[src/rtl/cond_pkg.sv]
package cond_pkg;
  localparam int unsigned COND_W = 4;
  localparam int unsigned FLAG_W = 4;

  typedef enum logic [COND_W-1:0] {
    C_ZSET  = 4'd0,  C_ZCLR  = 4'd1,  C_CSET  = 4'd2,  C_CCLR = 4'd3,
    C_NSET  = 4'd4,  C_NCLR  = 4'd5,  C_VSET  = 4'd6,  C_VCLR = 4'd7,
    C_UGT   = 4'd8,  C_ULE   = 4'd9,  C_SGE   = 4'd10, C_SLT  = 4'd11,
    C_SGT   = 4'd12, C_SLE   = 4'd13, C_ALWAYS = 4'd14, C_NEVER = 4'd15
  } pred_e;

  typedef struct packed {
    logic n;
    logic z;
    logic c;
    logic v;
  } flags_t;
endpackage

[src/rtl/cond_check.sv]
module cond_check
  import cond_pkg::*;
(
  input  logic [COND_W-1:0] cond_i,
  input  flags_t            flags_i,
  output logic              pass_o
);
  logic signed_ge;
  assign signed_ge = (flags_i.n == flags_i.v);

  always_comb begin
    unique case (pred_e'(cond_i))
      C_ZSET:   pass_o = flags_i.z;
      C_ZCLR:   pass_o = !flags_i.z;
      C_CSET:   pass_o = flags_i.c;
      C_CCLR:   pass_o = !flags_i.c;
      C_NSET:   pass_o = flags_i.n;
      C_NCLR:   pass_o = !flags_i.n;
      C_VSET:   pass_o = flags_i.v;
      C_VCLR:   pass_o = !flags_i.v;
      C_UGT:    pass_o = flags_i.c && !flags_i.z;
      C_ULE:    pass_o = !flags_i.c || flags_i.z;
      C_SGE:    pass_o = signed_ge;
      C_SLT:    pass_o = !signed_ge;
      C_SGT:    pass_o = !flags_i.z && signed_ge;
      C_SLE:    pass_o = flags_i.z || !signed_ge;
      C_ALWAYS: pass_o = 1'b1;
      default:  pass_o = 1'b0;
    endcase
  end
endmodule

[src/rtl/flag_next.sv]
module flag_next
  import cond_pkg::*;
#(
  parameter bit KEEP_V_LOGICAL = 1'b1
)(
  input  flags_t cur_i,
  input  flags_t alu_i,
  input  logic   logical_i,
  output flags_t nxt_o
);
  assign nxt_o.n = alu_i.n;
  assign nxt_o.z = alu_i.z;
  assign nxt_o.c = alu_i.c;

  generate
    if (KEEP_V_LOGICAL) begin : g_keep_v
      assign nxt_o.v = logical_i ? cur_i.v : alu_i.v;
    end else begin : g_write_v
      logic unused_logical;
      assign unused_logical = logical_i;
      assign nxt_o.v = alu_i.v;
    end
  endgenerate
endmodule

[src/rtl/cond_flag_unit.sv]
module cond_flag_unit
  import cond_pkg::*;
#(
  parameter bit KEEP_V_LOGICAL = 1'b1
)(
  input  logic              clk,
  input  logic              rst,
  input  logic              valid_i,
  input  logic [COND_W-1:0] cond_i,
  input  logic              set_flags_i,
  input  logic              is_compare_i,
  input  logic              is_logical_i,
  input  logic              alu_n_i,
  input  logic              alu_z_i,
  input  logic              alu_c_i,
  input  logic              alu_v_i,
  output logic              exec_o,
  output logic [FLAG_W-1:0] flags_o
);
  flags_t flags_q, flags_nxt, alu_f;
  logic   pass, fire, wr_flags;

  assign alu_f = '{n: alu_n_i, z: alu_z_i, c: alu_c_i, v: alu_v_i};

  cond_check u_check (
    .cond_i  (cond_i),
    .flags_i (flags_q),
    .pass_o  (pass)
  );

  flag_next #(.KEEP_V_LOGICAL(KEEP_V_LOGICAL)) u_next (
    .cur_i     (flags_q),
    .alu_i     (alu_f),
    .logical_i (is_logical_i),
    .nxt_o     (flags_nxt)
  );

  assign fire     = valid_i && pass;
  assign wr_flags = fire && (set_flags_i || is_compare_i);

  always_ff @(posedge clk) begin
    if (rst) begin
      flags_q <= '0;
      exec_o  <= 1'b0;
    end else begin
      exec_o <= fire;
      if (wr_flags) flags_q <= flags_nxt;
    end
  end

  assign flags_o = flags_q;

  assert_reset_R1: assert property (@(posedge clk) rst |=> (flags_o == '0 && !exec_o));
  assert_never_R3: assert property (@(posedge clk) disable iff (rst)
    (valid_i && cond_i == 4'd15) |=> (!exec_o && $stable(flags_o)));
  assert_always_R2: assert property (@(posedge clk) disable iff (rst)
    (valid_i && cond_i == 4'd14) |=> exec_o);
  assert_idle_R4: assert property (@(posedge clk) disable iff (rst)
    !valid_i |=> (!exec_o && $stable(flags_o)));
  assert_hold_R5: assert property (@(posedge clk) disable iff (rst)
    (valid_i && !pass) |=> $stable(flags_o));
  assert_noset_R6: assert property (@(posedge clk) disable iff (rst)
    (valid_i && !set_flags_i && !is_compare_i) |=> $stable(flags_o));
  assert_cmp_R7: assert property (@(posedge clk) disable iff (rst)
    (fire && is_compare_i && !is_logical_i) |=>
      flags_o == $past({alu_n_i, alu_z_i, alu_c_i, alu_v_i}));
  assert_keepv_R8: assert property (@(posedge clk) disable iff (rst)
    (wr_flags && is_logical_i) |=> flags_o[0] == $past(flags_o[0]));
endmodule

[config.mk]
export PLATFORM = sky130hd
export DESIGN_NAME = cond_flag_unit
export DESIGN_NICKNAME = d
export VERILOG_FILES = /design/src/rtl/cond_pkg.sv /design/src/rtl/cond_check.sv /design/src/rtl/flag_next.sv /design/src/rtl/cond_flag_unit.sv
export SDC_FILE = /design/constraint.sdc
export NUM_CORES = 1
export LEC_CHECK = 0
export BUFFER_PORTS_ARGS = -buffer_cell sky130_fd_sc_hd__buf_2
export CAP_MARGIN = 40
export CELL_PAD_IN_SITES_DETAIL_PLACEMENT = 1
export CELL_PAD_IN_SITES_GLOBAL_PLACEMENT = 1
export CORE_MARGIN = 1.5
export CORE_UTILIZATION = 30
export CTS_BUF_LIST = sky130_fd_sc_hd__clkbuf_2 sky130_fd_sc_hd__clkbuf_4 sky130_fd_sc_hd__clkbuf_8
export DETAILED_ROUTE_END_ITERATION = 10
export PLACE_DENSITY_LB_ADDON = 0.1
export SLEW_MARGIN = 20
export SYNTH_ARGS = -nofsm -noshare
export SYNTH_HDL_FRONTEND = slang
export SYNTH_HIERARCHICAL = 1
export SYNTH_SLANG_ARGS = --single-unit
[constraint.sdc]
create_clock -name clk -period 1.9 [get_ports clk]
set_clock_uncertainty 0.2 [all_clocks]
set_input_delay 0.285 -clock clk [delete_from_list [all_inputs] [get_ports clk]]
set_output_delay 0.285 -clock clk [all_outputs]
set_load 0.05 [all_outputs]
# Word-level counts from Yosys, hierarchy flattened
# Cells that the tools add are included.
dict set report totals {
  regBits 5
  latchBits 0
  ram_bits 0
  mem_bits_ro 0
  input_bits 14
  out_inout_bits 5
  word_cells 36
  n_memories 0
}
dict set report op_classes {
  addsub 0
  n_mul 0
  div_mod_pow 0
  n_lt_le_gt_ge 0
  n_eq_ne 15
  shift 0
  n_mux 1
  bitwise_logic 1
  n_reduce_logical 14
}
# cell n
set ops {}
lappend ops {{== test 4 bit, second input constant} 7}
lappend ops {{== test 4 x 3 -> 1 bit, second input constant} 4}
lappend ops {{case mux 1 bit (15 select lines)} 1}
lappend ops {{== test 4 x 2 -> 1 bit, second input constant} 2}
lappend ops {{zero test 1 bit} 5}
lappend ops {{== test 4 x 1 -> 1 bit, second input constant} 1}
lappend ops {{logical AND 1 bit} 4}
lappend ops {{zero test 4 bit} 1}
lappend ops {{logical OR 1 bit} 3}
lappend ops {{AND reduction 2 bit} 1}
lappend ops {{== test 1 bit} 1}
lappend ops {{inverter 1 bit} 1}

# Longest topological paths before layout
# Gate-level depths: netlist of run 1.
dict set report depth {
  ltp_word 7
  mapped_depth 7
  mapped_depth_nobuf 6
}

# By module
# Netlist of run 1, hierarchy kept.
# mod instances cells_each area_per_inst_um2 seq_area_each_um2
set modules_own_cells {}
lappend modules_own_cells {cond_flag_unit 1 20 215.2 100.1}
lappend modules_own_cells {cond_check 1 28 193.9 0.0}
lappend modules_own_cells {flag_next 1 4 37.5 0.0}

# Least setup slack after synthesis of run 1
# No wires, ideal clock.
dict set report synth_path {
  path_type {flip-flop to flip-flop}
  start {register flags_q (netlist bit flags_o[3])}
  end {register flags_q (netlist bit flags_o[3])}
  setup_ns 0.119
  t_arrival_ns 1.895
  t_required_ns 1.581
  slack_ns -0.314
  stages_incl_launch_ff 7
  path_buffers 0
  synth_period_minus_slack_ns 2.214
  cell_sequence {dfxtp_1 -> xnor2_2 -> o22ai_1 -> a211o_1 -> a211o_1 -> o211a_4 -> mux2i_1}
}
dict set report synth_via {
  elab_chain_cells 6
  word_cells_on_any_way 8
  cone_classes {eq/ne (1); mux (1); reduce/logical (6)}
}
# item line
set synth_lines {}
lappend synth_lines {{from (decl)} cond_flag_unit.sv:20} ;# flags_t flags_q, flags_nxt, alu_f;
lappend synth_lines {{from (signal assigned)} cond_flag_unit.sv:47} ;# if (wr_flags) flags_q <= flags_nxt;
lappend synth_lines {{== test 1 bit} cond_check.sv:9} ;# assign signed_ge = (flags_i.n == flags_i.v);
lappend synth_lines {{zero test 1 bit} {cond_check.sv:24, cond_check.sv:26}}
lappend synth_lines {{logical OR 1 bit} cond_check.sv:26} ;# C_SLE: pass_o = flags_i.z || !signed_ge;
lappend synth_lines {{case mux 1 bit (15 select lines) *} cond_check.sv:12} ;# unique case (pred_e'(cond_i))
lappend synth_lines {{net pass} cond_flag_unit.sv:21} ;# logic pass, fire, wr_flags;
lappend synth_lines {{logical AND 1 bit *} cond_flag_unit.sv:38} ;# assign fire = valid_i && pass;
lappend synth_lines {{logical AND 1 bit *} cond_flag_unit.sv:39} ;# assign wr_flags = fire && (set_flags_i || is_compare_i);
# The timed path passes the listed nets; every way through them passes the cells marked *.
# A chain may end at the register's enable or synchronous reset.

# Worst setup path in the final report of run 1
dict set report layout_path {
  start {register flags_q (netlist bit flags_o[1])}
  end {register flags_q (netlist bit flags_o[0])}
}
dict set report layout_via {
  elab_chain_cells 6
  word_cells_on_any_way 7
  cone_classes {mux (1); reduce/logical (6)}
}
# item line
set layout_lines {}
lappend layout_lines {{zero test 1 bit} {cond_check.sv:16, cond_check.sv:22}}
lappend layout_lines {{logical OR 1 bit} cond_check.sv:22} ;# C_ULE: pass_o = !flags_i.c || flags_i.z;
lappend layout_lines {{case mux 1 bit (15 select lines) *} cond_check.sv:12}
lappend layout_lines {{net pass} cond_flag_unit.sv:21}
lappend layout_lines {{logical AND 1 bit *} cond_flag_unit.sv:38}
lappend layout_lines {{logical AND 1 bit *} cond_flag_unit.sv:39}
lappend layout_lines {{AND reduction 2 bit (no source line) *} -}
# Marks and branches as above.

==> metrics.log, run 1 <==
[metrics] Yosys top cell by area: dfxtp_1
[metrics] combined area of all synthesized cells: roughly 450 um2
[metrics] run status: finished, violations left
[metrics] smallest setup slack after layout: -0.006130 ns
[metrics] main combinational cell family by area after synthesis: simple AND/OR/NAND/NOR gates
[metrics] total overflow reported by the global router: 0
[metrics] CP required: 1.83 ns
[metrics] Sw Ratio: 0.3186
[metrics] category of the critical setup timing path: reg2reg
[metrics] power share of the combinational group: 0.333
[metrics] share of final-layout standard cells stronger than drive strength 1: 0.5132
[metrics] Switching Power: around 120 uW
[metrics] crit-path most repeated cell: a211o_1
[metrics] minimum hold slack: 0.06940 ns
[metrics] placement-stage cell area: 564.3 um2
[metrics] depth of the CTS H-tree: 1
[metrics] Pint: 265.6 uW
[metrics] initial core utilization: 0.3309
[metrics] count of standard-cell rows: 13
[metrics] detailed-routing iteration count for the pre-antenna-repair pass: 4
[metrics] ports placed on the boundary: 19
[metrics] vias post-DR: 488
[metrics] Crit Path Max Fanout: 4
[metrics] Final setup viols: 1
[metrics] die height: approximately 42 um
[metrics] number of nets in the final layout: 91
[metrics] arrival time worst endpoint: 1.84 ns
[metrics] fill count: 179
[metrics] failing checks: negative setup slack
[metrics] part of the Yosys area used for sequential elements: 0.2241
[metrics] CTS clk-pin slew, worst paths: 0.04 ns
[metrics] CP startpoint kind: register
[metrics] post-synthesis async set-or-reset flop share: 0
[metrics] layout-stage area growth over the synthesis result: 43.42%
[metrics] max_cap viols: 0
[metrics] multi-input combinational cell area: around 340 um2
[metrics] most frequently used cell type in the post-synthesis netlist: nand2b_1
[metrics] Routability Congestion: 0.7526
[metrics] Setup Slack @ Placement: -0.03812 ns
[metrics] Synth Area in Simple Gates: 0.2801
[metrics] maximum number of pins on one net before global-route repair: 10
[metrics] Clk Latency, worst-skew pair: roughly 0.25 ns
[metrics] CTS tree: yes
[metrics] Power Total: 389.9 uW
[metrics] total global-route track usage: 0.1339
[metrics] buffer and inverter count on the worst path: 0
[metrics] post-synthesis net count: 66
[metrics] maximum VDD drop: about 0.00034 V
[metrics] delay of the slowest cell on the worst path: 0.35 ns
[metrics] gate count of the mapped netlist: 52
[metrics] clock period minus worst slack: around 1.9 ns
[metrics] cell breakdown of the critical path: nor2b_1, a221oi_1, a211o_1, a211o_1, o211a_4, mux2i_2
[metrics] Synth area leaders: dfxtp_1 (22%), nand2b_1 (14%), mux2i_1 (9.0%)
[metrics] share of the synthesized area in compound gates (AO/OA/AOI/OAI): 0.2129
[metrics] worst hold-check path type: in2reg
[metrics] TritonCTS buffer count: 3
[metrics] initial detailed-routing violation count: 2
[metrics] number of global-route vias before repair: 427
[metrics] Post-Route WL: 1254 um
[metrics] clk sink count: 5
[metrics] fin area: between 600 and 700 um2
[metrics] routed vias/inst: 5.363
[metrics] power density normalized to cell area: 608.6 mW/mm2
[metrics] worst slew margin relative to its limit: 0.7827
[metrics] Reg power frac: 0.304
[metrics] mean routed wirelength per cell: 13.78 um
[metrics] post-route fraction of the period consumed by the critical path: 1.003
[metrics] initial antenna violation count: 0
[metrics] number of nets still failing antenna checks after routing: 0
[metrics] slew at the pin closest to its max-slew limit: 0.3259 ns
[metrics] post-synthesis register bit count: 5
[metrics] Netlist cell types: 24
[metrics] cell with the largest stage delay on the worst path: dfxtp_2
[metrics] max frequency: 524.6 MHz
[metrics] total area of sequential cells: 112.6 um2
[metrics] top flip-flop cell by instance count after synthesis: dfxtp_1
[metrics] global-route wire length before repair: ~1800 um
[metrics] Pleak: 0.2912 nW
[metrics] total negative setup slack: -0.006130 ns
[metrics] Synth Area in XOR/XNOR: 0.05602
[metrics] post-synthesis share of cell area spent on full adders, half adders and majority gates: 0
[metrics] Port Buffer Count: 18
[metrics] count of pins over their slew limit: 0
[metrics] total die area: approximately 0.0017 mm2
[metrics] floorplan core area: 0.001350 mm2
[metrics] clock tree buffer depth: 2
[metrics] floorplan die width: 41.59 um
[metrics] CTS root buf: clkbuf_4
[metrics] fraction of power consumed by the clock network: 0.363
[metrics] average footprint of a synthesized cell: 8.590 um2
[metrics] antenna diode count: 0
[metrics] count of flip-flops with a built-in enable after synthesis: 0
[metrics] Synth top cells by count: nand2b_1 (10), dfxtp_1 (5), mux2i_1 (4)
[metrics] Crit. End Element: register
[metrics] synth warn: 6
[metrics] Fin. Hold Viols: 0
[metrics] DRC: 0
[metrics] RSZ-0062 raised after global routing: yes
[metrics] dominant delay contributor by cell family on the critical path: compound AO/OA/AOI/OAI gates
[metrics] portion of netlist area occupied by mux cells: 0.1569
[metrics] area share of the largest cell type after synthesis: 0.2241
==> path summary, 6_finish.rpt <==
kind	start	to	slack, ns	cells after the start
max	flags_o[1]	flags_o[0]	-0.006	6
min reg2reg	flags_o[1]	flags_o[1]	0.30	2
min	rst	exec_o	0.07	2
max reg2reg	flags_o[1]	flags_o[0]	-0.006	6
==> registers in the layout (all words and copies together), names as in the netlist <==
register  flops
flags_o       4
exec_o        1
==> routing by layer <==
layer	GRT usage	share of wire
met1	0.1429	0.40
met2	0.2406	0.52
met3	0.01304	0.055
met5	0	0
met4	0.09677	0.022
==> worst register-to-register path, delay by kind of cell (launching register included) <==
family / cells / cell delay (ns)
DFF: 1 / 0.35
AOI/OAI and AO/OA: 4 / 0.88
muxes: 1 / 0.15
and+or+nand+nor: 1 / 0.21
==> stage by stage <==
| step | util | std cells |
|---|---|---|
| floorplan | - | 52 |
| global placement | 0.4180 | 84 |
| detailed placement | 0.4180 | 84 |
| CTS | 0.4486 | 88 |
| global route | 0.4745 | 91 |
| finish | 0.4745 | 91 |
==> timing repair <==
action                     CTS  global route
pin swaps                    0             5
setup endpoints to repair    1             3
buffers inserted             0             3
hold buffers                 0             0
gates resized for setup      1             3
==> layout make-up <==
class,instances,area share
clock buffer,4,0.04688
timing repair buffer,25,0.2227
multi-input combinational,42,0.5254
tap,15,0.02930
sequential,5,0.1758
==> kinds of logic after synthesis <==
logic type                count (synthesis)
and+or+nand+nor                          22
xor gates and xnor gates                  2
AOI/OAI and AO/OA                        12
DFF                                       5
buffers and inverters                     5
muxes                                     6
==> cells in the final DEF, fill, tap and decap left out, types with 2 or more instances in the layout <==
cell type and count:
buf_2 18, nand2b_1 10, buf_4 7, clkbuf_4 4
nand2_1 3, nor2_1 3, mux2i_1 3, dfxtp_4 3
a21oi_1 3, a211o_1 2, mux2_4 2, o211ai_1 2
nor3_1 2
==> power groups by stage <==
stage	logic [mW]	registers, mW	clock network (mW)
5_1_grt	0.139	0.120	0.155
6_report	0.130	0.119	0.141
3_3_place_gp	0.115	0.120	0
2_1_floorplan	0.0593	0.141	0
3_5_place_dp	0.115	0.120	0
4_1_cts	0.118	0.120	0.148
Note: power is estimated with default switching activity, not from simulation.
==> run 2: changes to the inputs <==
- SYNTH_HIERARCHICAL: 1 -> default
==> run 2 against run 1 <==
  * The run ends with design-rule violations left
  * Combinational power up 9%
  * Maximum frequency up 2.6%
  * Synthesized cell count up 12%
  * Flip-flop and latch count unchanged
  * Die area up 15%
==> metrics.log, run 2 <==
[metrics] Post-DP HPWL: 1204 um
[metrics] RSZ-0062 raised after global routing: yes
[metrics] clock period minus worst slack: 1.858 ns (-0.04816 ns)
[metrics] utilization of the core after routing: 0.4831 (+0.008633)
[metrics] post-synthesis net count: 72 (+9.1%)
[metrics] Setup Slack @ Placement: -0.1819 ns (-0.1438 ns)
[metrics] DRC: 2 (+2)
[metrics] antenna diode count: 0 (unchanged)
[metrics] most frequently used cell type in the post-synthesis netlist: nor2_1
[metrics] Crit. End Element: register
[metrics] clock tree buffer depth: 2 (unchanged)
[metrics] count of flip-flops with a built-in enable after synthesis: 0 (unchanged)
[metrics] category of the critical setup timing path: reg2reg
[metrics] dominant delay contributor by cell family on the critical path: compound AO/OA/AOI/OAI gates
[metrics] detailed-routing iteration count for the pre-antenna-repair pass: 6 (+2)
[metrics] most common cell after layout, fill and taps aside: buf_2
[metrics] layout-stage area growth over the synthesis result: 45.41%
[metrics] share of the synthesized area in compound gates (AO/OA/AOI/OAI): 0.3164 (+0.1035)
[metrics] Netlist cell types: 32 (+33%)
[metrics] commonest cells after routing, fill and taps aside: buf_2 (18), buf_4 (12), nor2_1 (9), inv_1 (6)
[metrics] buffer and inverter count on the worst path: 0 (unchanged)
[metrics] Port Buffer Count: 18 (unchanged)
[metrics] global-route wire length before repair: 2594 um (+47%)
[metrics] max frequency: 538.2 MHz (+2.6%)
[metrics] Synth top cells by count: nor2_1 (9), inv_1 (6), dfxtp_1 (5)
[metrics] initial core utilization: 0.3323 (+0.001402)
[metrics] count of standard-cell rows: 14 (+1)
[metrics] synth warn: 0 (-6)
[metrics] cell breakdown of the critical path: xor2_4, and3_4, o311ai_4, a31oi_4, a211oi_2, a41o_1
[metrics] gate count of the mapped netlist: 58 (+12%)
[metrics] Clk Latency, worst-skew pair: 0.25 ns (about the same)
[metrics] combined area of all synthesized cells: 518.0 um2 (+16%)
[metrics] Crit Path Max Fanout: 8 (+4)
[metrics] cell with the largest stage delay on the worst path: dfxtp_4
[metrics] routed vias/inst: 5.204 (-3.0%)
[metrics] TritonCTS buffer count: 3 (unchanged)
[metrics] area share of the largest cell type after synthesis: 0.1932 (-0.03085)
[metrics] vias post-DR: 536 (+9.8%)
[metrics] CTS clk-pin slew, worst paths: 0.05 ns (about the same)
[metrics] top flip-flop cell by instance count after synthesis: dfxtp_1
[metrics] maximum VDD drop: 0.0003669 V (+7.3%)
[metrics] arrival time worst endpoint: 1.80 ns (-0.04 ns)
[metrics] total global-route track usage: 0.1842 (+0.05029)
[metrics] main combinational cell family by area after synthesis: compound AO/OA/AOI/OAI gates
[metrics] post-synthesis register bit count: 5 (unchanged)
[metrics] Power Total: 409.2 uW (+5.0%)
[metrics] mean routed wirelength per cell: 14.62 um (+6.1%)
[metrics] smallest setup slack after layout: 0.04203 ns (+0.04816 ns)
[metrics] max_cap viols: 0 (unchanged)
[metrics] Final setup viols: 0 (-1)
[metrics] number of nets in the final layout: 102 (+12%)
[metrics] post-route fraction of the period consumed by the critical path: 0.9779 (-0.02535)
[metrics] slew at the pin closest to its max-slew limit: 0.3730 ns (+0.04709 ns)
[metrics] setup slack of the most critical reg-to-reg path: 0.04 ns (+0.05 ns)
[metrics] Yosys top cell by area: dfxtp_1
[metrics] max reg flops: 4 (unchanged)
[metrics] total overflow reported by the global router: 0 (unchanged)
[metrics] ports placed on the boundary: 19 (unchanged)
[metrics] number of global-route vias before repair: 543 (+27%)
[metrics] run status: finished, violations left
[metrics] count of pins over their slew limit: 0 (unchanged)
[metrics] depth of the CTS H-tree: 1 (unchanged)
[metrics] Routability Congestion: 0.7071 (-6.0%)
[metrics] CP startpoint kind: register
[metrics] CP required: 1.84 ns (about the same)
[metrics] failing checks: design-rule violations
[metrics] average footprint of a synthesized cell: 8.931 um2 (+4.0%)
[metrics] Post-Route WL: 1506 um (+20%)
[metrics] number of cell instances on the worst register-to-register path: 6 (unchanged)
[metrics] total die area: 0.001985 mm2 (+15%)
[metrics] CTS root buf: clkbuf_4
[metrics] share of final-layout standard cells stronger than drive strength 1: 0.5632 (+0.05006)
[metrics] post-synthesis share of cell area spent on full adders, half adders and majority gates: 0 (unchanged)
[metrics] power density normalized to cell area: 543.3 mW/mm2 (-11%)
[metrics] Synth area leaders: dfxtp_1 (19%), mux2i_1 (7.7%), nor2_1 (6.5%)
[metrics] floorplan core area: 0.001559 mm2 (+15%)
[metrics] CTS tree: yes
[metrics] part of the Yosys area used for sequential elements: 0.1932 (-0.03085)
[metrics] initial detailed-routing violation count: 11 (+9)
[metrics] Synth Area in XOR/XNOR: 0.03382 (-0.02221)
[metrics] Synth Area in Simple Gates: 0.2512 (-0.02890)
[metrics] delay of the slowest cell on the worst path: 0.42 ns (+0.07 ns)
[metrics] worst hold-check path type: in2reg
[metrics] Pleak: 0.3418 nW (+17%)
[metrics] post-synthesis async set-or-reset flop share: 0 (unchanged)
[metrics] number of nets still failing antenna checks after routing: 0 (unchanged)
[metrics] WHS Path Cells: 2 (unchanged)
[metrics] maximum number of pins on one net before global-route repair: 10 (unchanged)
[metrics] floorplan die width: 44.56 um (+7.1%)
[metrics] fill count: 209 (+17%)
[metrics] initial antenna violation count: 0 (unchanged)
[metrics] worst slew margin relative to its limit: 0.7487 (-0.03402)
[metrics] clk sink count: 5 (unchanged)
[metrics] total negative setup slack: 0 ns (+0.006130 ns)
[metrics] die height: 44.56 um (+7.1%)
[metrics] Fin. Hold Viols: 0 (unchanged)
[metrics] portion of netlist area occupied by mux cells: 0.07729 (-0.07957)
[metrics] Critical Path Stages: 6 (unchanged)
-- run 2: metal layers --
layer	vias to the layer above	part of all wire	GRT usage
met4	0	0.0060	0.03636
met5	-	0	0
met1	249	0.49	0.2439
met3	3	0.037	0.06122
met2	14	0.47	0.2899
li1	270	-	-
-- run 2: power breakdown --
part	internal, mW	total (mW)	switching [mW]
registers	0.110	0.121	0.0109
clock network	0.0942	0.147	0.0523
logic	0.0648	0.142	0.0770
-- run 2: per-stage QoR --
step           instances  area, um2  hold slack (ns)
6_report             103      753.2          0.06270
2_1_floorplan         58      558.0           0.1477
3_5_place_dp          98      704.4           0.3257
4_1_cts              102      734.5          0.05832
5_1_grt              103      753.2          0.08648
3_3_place_gp          98      704.4           0.3202
-- run 2: worst reg2reg max path, delay by kind of cell, from the launching register on --
family	cells	cell delay (ns)
and+or+nand+nor	1	0.21
AOI/OAI and AO/OA	4	0.73
xor gates and xnor gates	1	0.18
DFF	1	0.42
-- run 2: kinds of logic (layout without fill, tap and decap cells) --
kind of cell	Yosys count	count (layout)
AND/OR/NAND/NOR	22	22
AO/OA/AOI/OAI	14	14
buffers and inverters	11	40
flip-flops	5	5
multiplexers	4	4
XOR/XNOR	2	2
-- run 2: worst paths after layout --
kind,from,end
worst max-delay path,flags_o[3],flags_o[0]
worst min-delay path,rst,flags_o[3]
worst max register to register,flags_o[3],flags_o[0]
worst min register to register,flags_o[1],flags_o[1]
-- run 2: layout make-up --
cell class,instances,area (um2),area share
Multi-Input combinational cell,42,390.4,0.5183
Timing Repair Buffer,30,180.2,0.2392
Sequential cell,5,110.1,0.1462
Clock buffer,4,30.03,0.03987
Inverter,6,22.52,0.02990
Tap cell,16,20.02,0.02658
-- run 2: timing repair --
item | in CTS | in global routing
endpoints found under the setup margin | 0 | 4
setup buffers | 0 | 1
endpoints found under the hold margin | 0 | 0
hold buffers | 0 | 0
resized for setup | 0 | 1
